[src/rtl/barrier_pkg.sv]
package barrier_pkg;
    typedef enum logic {
        EV_HOLD    = 1'b0,
        EV_RELEASE = 1'b1
    } bar_event_e;
endpackage

[src/rtl/bar_local_index.sv]
module bar_local_index #(
    parameter int GCORE_W   = 8,
    parameter int NUM_CORES = 4,
    parameter int IDX_W     = 2
) (
    input  logic [GCORE_W-1:0] core_i,
    output logic [IDX_W-1:0]   idx_o
);
    logic [GCORE_W-1:0] rem;

    always_comb begin
        rem   = core_i % GCORE_W'(NUM_CORES);
        idx_o = rem[IDX_W-1:0];
    end
endmodule

[src/rtl/bar_popcount.sv]
module bar_popcount #(
    parameter int N  = 4,
    parameter int CW = 3
) (
    input  logic [N-1:0]  vec_i,
    output logic [CW-1:0] cnt_o
);
    logic [N:0][CW-1:0] part;

    assign part[0] = '0;
    for (genvar i = 0; i < N; i++) begin : g_acc
        assign part[i+1] = part[i] + CW'(vec_i[i]);
    end
    assign cnt_o = part[N];
endmodule

[src/rtl/bar_mask_merge.sv]
module bar_mask_merge #(
    parameter int N = 4,
    parameter int S = 4
) (
    input  logic [S-1:0][N-1:0] masks_i,
    output logic [N-1:0]        any_o
);
    logic [S:0][N-1:0] part;

    assign part[0] = '0;
    for (genvar s = 0; s < S; s++) begin : g_or
        assign part[s+1] = part[s] | masks_i[s];
    end
    assign any_o = part[S];
endmodule

[src/rtl/core_barrier_sync.sv]
module core_barrier_sync #(
    parameter int NUM_CORES = 4,
    parameter int NUM_SLOTS = 4,
    parameter int GCORE_W   = 8,
    localparam int SLOT_W   = (NUM_SLOTS > 1) ? $clog2(NUM_SLOTS) : 1,
    localparam int CNT_W    = $clog2(NUM_CORES + 1),
    localparam int IDX_W    = (NUM_CORES > 1) ? $clog2(NUM_CORES) : 1
) (
    input  logic                 clk,
    input  logic                 rst_n,
    input  logic                 arr_valid_i,
    input  logic [SLOT_W-1:0]    arr_slot_i,
    input  logic [CNT_W-1:0]     arr_count_i,
    input  logic [GCORE_W-1:0]   arr_core_i,
    output logic [NUM_CORES-1:0] resume_o,
    output logic [NUM_CORES-1:0] suspended_o
);
    import barrier_pkg::*;

    typedef struct packed {
        logic [NUM_SLOTS-1:0][NUM_CORES-1:0] mask;
        logic [NUM_CORES-1:0]                wake;
    } state_t;

    state_t state_d, state_q;

    logic [IDX_W-1:0]     local_idx;
    logic [NUM_CORES-1:0] arr_bit;
    logic [NUM_CORES-1:0] merged;
    logic [CNT_W-1:0]     member_cnt;
    logic                 slot_ok;
    bar_event_e           evt;

    bar_local_index #(
        .GCORE_W  (GCORE_W),
        .NUM_CORES(NUM_CORES),
        .IDX_W    (IDX_W)
    ) u_idx (
        .core_i(arr_core_i),
        .idx_o (local_idx)
    );

    always_comb begin
        arr_bit = '0;
        arr_bit[local_idx] = 1'b1;
        slot_ok = (32'(arr_slot_i) < NUM_SLOTS);
        merged  = slot_ok ? (state_q.mask[arr_slot_i] | arr_bit) : '0;
    end

    bar_popcount #(
        .N (NUM_CORES),
        .CW(CNT_W)
    ) u_pop (
        .vec_i(merged),
        .cnt_o(member_cnt)
    );

    always_comb begin
        evt = (member_cnt == arr_count_i) ? EV_RELEASE : EV_HOLD;
        state_d      = state_q;
        state_d.wake = '0;
        if (arr_valid_i && slot_ok) begin
            if (evt == EV_RELEASE) begin
                state_d.wake             = merged;
                state_d.mask[arr_slot_i] = '0;
            end else begin
                state_d.mask[arr_slot_i] = merged;
            end
        end
    end

    always_ff @(posedge clk or negedge rst_n) begin
        if (!rst_n) begin
            state_q <= '0;
        end else begin
            state_q <= state_d;
        end
    end

    bar_mask_merge #(
        .N(NUM_CORES),
        .S(NUM_SLOTS)
    ) u_merge (
        .masks_i(state_q.mask),
        .any_o  (suspended_o)
    );

    assign resume_o = state_q.wake;
endmodule

[config.mk]
export PLATFORM = sky130hd
export DESIGN_NAME = core_barrier_sync
export DESIGN_NICKNAME = d
export VERILOG_FILES = /design/src/rtl/barrier_pkg.sv /design/src/rtl/bar_local_index.sv /design/src/rtl/bar_popcount.sv /design/src/rtl/bar_mask_merge.sv /design/src/rtl/core_barrier_sync.sv
export SDC_FILE = /design/constraint.sdc
export NUM_CORES = 1
export LEC_CHECK = 0
export BUFFER_PORTS_ARGS = -buffer_cell sky130_fd_sc_hd__buf_4
export CORE_MARGIN = 1
export CORE_UTILIZATION = 57
export CTS_CLUSTER_DIAMETER = 120
export DETAILED_ROUTE_END_ITERATION = 10
export HOLD_SLACK_MARGIN = 0.05
export PLACE_DENSITY_LB_ADDON = 0.1
export SETUP_SLACK_MARGIN = 0.02
export SYNTH_ARGS = -nofsm -noshare
export SYNTH_HDL_FRONTEND = slang
export SYNTH_SLANG_ARGS = --single-unit
[constraint.sdc]
create_clock -name clk -period 5.25 [get_ports clk]
set_input_delay 1.05 -clock clk [delete_from_list [all_inputs] [get_ports clk]]
set_output_delay 1.05 -clock clk [all_outputs]
set_load 0.005 [all_outputs]
* Word-level counts from Yosys, hierarchy flattened
Index checks and enable logic that the tools add are counted.
** Word-level totals
- Bits in registers :: 20
- Word-level logic and storage cells :: 32
** Cells by class
- Magnitude comparators :: 4
- $add $sub $neg :: 3
- Mux-type cells :: 11
- Bitwise logic cells :: 6
- Reductions and logical operators :: 2
- Equality and inequality tests :: 1
** Operators by type and width (number)
- 16-bit AND :: 1
- 16-bit bitwise mux :: 1
- 16-bit two-way mux :: 1
- 4-bit two-way mux :: 4
- 16-bit NOT :: 1
- 4-bit bitwise OR :: 4
- 4-bit binary-select mux with 2-bit select :: 1
- 4-bit demux with 2-bit select :: 1
- 3-bit by 1-bit adder with 3-bit output :: 2
- 2-bit by 3-bit < comparator with 1-bit output, second input constant :: 2
- 2-bit by 1-bit greater-or-equal comparator with 1-bit output, second input constant :: 2
- 3-bit == test :: 1
- 1-bit by 1-bit adder with 2-bit output :: 1
- 1-bit demux with 2-bit select :: 1
- 1-bit logical AND :: 2
- 1-bit two-way mux :: 2

* Longest topological paths before layout
- Depth after elaboration :: 12
- Mapped depth :: 14
- Gate-level depth less buffers :: 12

* Hierarchy
Synthesis repeated with hierarchy kept, for this count alone.
** Unflattened totals
- Cell total of the unflattened synthesis :: 104
- Area, all modules :: 1174.9 um2
** By module, submodules not included
- core_barrier_sync :: sequential area each 500.5 um2, area each 1066.0 um2, cells an instance 90, instances 1
- bar_popcount :: sequential area each 0.0 um2, area each 63.8 um2, cells an instance 8, instances 1
- bar_mask_merge :: sequential area each 0.0 um2, area each 30.0 um2, cells an instance 4, instances 1
- bar_local_index :: sequential area each 0.0 um2, area each 15.0 um2, cells an instance 2, instances 1

* Least setup slack after synthesis
Ideal clock, no wire load.
- Kind :: input port to flip-flop
- From :: in arr_slot_i[1]
- To :: reg state_q[12] (netlist name)
- Stages on the path :: 14
- Path buffers :: 2
- Data required time :: 5.129 ns
- Arrival time :: 3.266 ns
- Path slack :: 1.863 ns
- Cell sequence :: buf_6 -> buf_6 -> a21oi_1 -> a21o_2 -> nand2_1 -> ha_1 -> inv_1 -> fa_1 -> inv_1 -> ha_1 -> xor2_1 -> nor3_4 -> and2_1 -> nor2_1
** Between the ends
- Cells in the longest elaborated chain, start to end :: 9
- Elaborated cells between the ends (all ways) :: 17
** Ends and longest elaborated chain
- start, declared :: RTL line core_barrier_sync.sv:12 : input logic [SLOT_W-1:0] arr_slot_i,
- 4-bit binary-select mux with 2-bit select :: RTL line core_barrier_sync.sv:47 : merged = slot_ok ? (state_q.mask[arr_slot_i] | arr_bit) : '0;
- 4-bit two-way mux (implied by the code) :: RTL line core_barrier_sync.sv:47
- 4-bit bitwise OR :: RTL line core_barrier_sync.sv:47
- 1-bit by 1-bit adder with 2-bit output :: RTL line bar_popcount.sv:12 : assign part[i+1] = part[i] + CW'(vec_i[i]);
- 3-bit by 1-bit adder with 3-bit output (2 in series) :: RTL line bar_popcount.sv:12
- 3-bit == test :: RTL line core_barrier_sync.sv:59 : evt = (member_cnt == arr_count_i) ? EV_RELEASE : EV_HOLD;
- 1-bit two-way mux :: RTL line core_barrier_sync.sv:59
- 16-bit two-way mux * :: RTL line core_barrier_sync.sv:63 : if (evt == EV_RELEASE) begin
- end signal, assigned :: RTL line core_barrier_sync.sv:76 : state_q <= state_d;
- end, declared :: RTL line core_barrier_sync.sv:25 : state_t state_d, state_q;
Mark *: on every way between the ends. The rest lies on a longest branch, timed or not. The select of a mux whose other input is x is not followed.
A chain may end at the register's enable or synchronous reset.

* Worst setup path after layout
- From :: in arr_slot_i[1]
- To :: reg state_q[13] (netlist name)
Same word-level chain as after synthesis.

==> run metrics <==
Reg2Reg Depth 11; Final Cell Area 1270 um2; share of cells above drive strength 1 0.242; first-pass GRT wire length 3670 um; Starting Density 0.636; RSZ-0062 raised after global routing no; Crit path required time 5.46 ns; slowest CP cell fa_1; Pre-Repair DR Iteration Count 4; port bufs 17; final cycle utilization of the critical path 0.649; setup violators final 0; r2r startpoint state_q[5]; CP Capture Type register; Worst EP arrival 3.61 ns; syn_nets 126; clock transition at the registers of the reported paths 0.11 ns; die area 2190 um2; worst min path class reg2reg; Post-DRT Antenna Nets 0; gp weighted congestion 0.867; Area after DPL 1240 um2; number of synthesized flops with an enable pin 0; PD cells 450 nW/um2; CTS Sinks 20; crit-path cells buf_4, nor2_4, a21oi_1, nand2_1, ha_1, inv_1, fa_1, inv_1, ha_1, xor2_1, nor3_4, and2_1, nor2_1; Largest stage delay, worst path 0.37 ns; R2R Path End state_q[13]; Synth cell types 33; Startpoint Class primary input; I/O Pins 24; 1st-iter DRT viols 20; share of the synthesized area in the top cell type 0.437; top post-synthesis cells by area dfrtp_1 (44%), a311oi_4 (4.6%), a22o_1 (4.6%); clk_lat worst skew 0.31 ns; Synth Area per Inst 10.7 um2; Clock Skew 0.00221 ns; # diodes 0; row count 15; Post-Syn Area 1150 um2; Post-Synthesis Cells 107; DPL Wire Length 1600 um; DRT Wirelength 2180 um; fmax 0.294 GHz; core area 1800 um2; Slew @ Worst Pin 0.381 ns; Total Routing Usage GR 0.244; DRC viols 0; height of the die 46.8 um; worst path bufs/invs 3; Pleak 0.613 nW; hold depth 2; critical path class in2reg; Worst slew margin 0.745; final hold vios 0; CTS tree done; CP delay by family, top simple AND/OR/NAND/NOR gates; ys flop type dfrtp_1; Setup Buffers After CTS 0; fin nets 140; leading cell types by count after synthesis dfrtp_1 (20), nand2_1 (11), nor2_1 (11); Async S/R FF share, synth 1.00; min Tclk post-route 3.40 ns; post_cts resized 0; total grt overflow 0; Die Width 46.8 um; top-count cell post-synth dfrtp_1; area grow syn2layout 11.0%; Max VDD drop 0.303 mV; vias 837; Seq cells post-synth 20; register area share after synthesis 0.437; Max FO, Critical Path 14; max-slew violations 0; CTS H-tree depth 1; flop-to-flop setup slack 2.48 ns; cts bufs inserted 3; Yosys top cell by area dfrtp_1; status finished, final reports clean; CTS Hold Bufs 0; vias in the first global route 783; largest net degree at the start of global routing 21; Hold Path Origin state_q[10]; setup_tns 0 ns; YS warnings 0; Max-Cap Viols 0; root buf cell clkbuf_4; clock buffer depth 2; vias per cell 5.77; initial antenna violation count 0; Routed WL per cell 15.0 um; total power 0.000573 W; Hold EP state_q[10]; Worst setup startpoint arr_slot_i[1]
## layer usage
| metal | vias up | share of wire | track usage |
|---|---|---|---|
| met3 | 2 | 0.042 | 0.0346 |
| met1 | 398 | 0.47 | 0.342 |
| met5 | - | 0 | 0 |
| met4 | 0 | 0.0074 | 0.0686 |
| li1 | 404 | - | - |
| met2 | 33 | 0.48 | 0.394 |
## worst register-to-register path, stage by stage (launching register included)
cell,delay [ns]
dfrtp_1,0.42
a21oi_1,0.25
nand2_1,0.15
ha_1,0.29
inv_1,0.05
fa_1,0.37
inv_1,0.06
ha_1,0.22
xor2_1,0.19
nor3_4,0.32
and2_1,0.27
nor2_1,0.08
## worst max path at each step
stage	endpoint	slack, ns	cells past startpoint
2_1_floorplan	state_q[12]	1.86	14
3_3_place_gp	state_q[15]	1.52	13
3_5_place_dp	state_q[13]	1.47	13
4_1_cts	state_q[13]	1.82	13
5_1_grt	state_q[13]	1.66	13
6_report	state_q[13]	1.85	13
## registers in the layout, indices dropped and copies added, names as in the netlist
signal    flops
resume_o      4
state_q      16
## final cells by class
type / instances / area [um2]
flip-flops and latches: 20 / 500
clock buffers: 4 / 36.3
multi-input cells: 75 / 548
inverters: 4 / 28.8
repair buffers: 17 / 128
fillers: 151 / 529
well taps: 25 / 31.3
## cells by family (layout without fill, tap and decap cells)
family,after synthesis,in the layout,share of synthesized area
adder cells (fa/ha/maj),3,3,0.0393
buffers and inverters,12,25,0.0851
flip-flops,20,20,0.437
multiplexers,4,4,0.0349
AND/OR/NAND/NOR,37,37,0.182
AO/OA/AOI/OAI,28,28,0.199
XOR/XNOR,3,3,0.0229
## per-stage QoR
step,hold WS [ns],util,std cells,setup slack [ns]
2_1_floorplan,0.463,-,107,1.86
3_3_place_gp,0.487,0.686,141,1.52
3_5_place_dp,0.500,0.686,141,1.47
4_1_cts,0.526,0.706,145,1.82
5_1_grt,0.562,0.706,145,1.66
6_report,0.533,0.706,145,1.85
## report_power, final
group	switching [W]	internal [W]
clock	0.0000496	0.0000424
sequential	0.0000456	0.000207
combinational	0.000115	0.000112
total	0.000211	0.000362
## layout by cell type, fill, tap and decap left out, drive strengths merged
cell type and n:
dfrtp 20, buf 17, nor2 12, nand2 11, a21oi 8, a22o 6, o21ai 5, mux2i 4
or4 4, clkbuf 4, inv 3, a21o 3, a311oi 2, xor2 2, a41oi 2, nand3 2
o31ai 2, ha 2, or2 2, nor2b 1, bufinv 1, xnor2 1, nor3 1, and3 1
and2 1, nand3b 1, nor3b 1, fa 1
No activity file was read; power rests on OpenSTA's default activity.
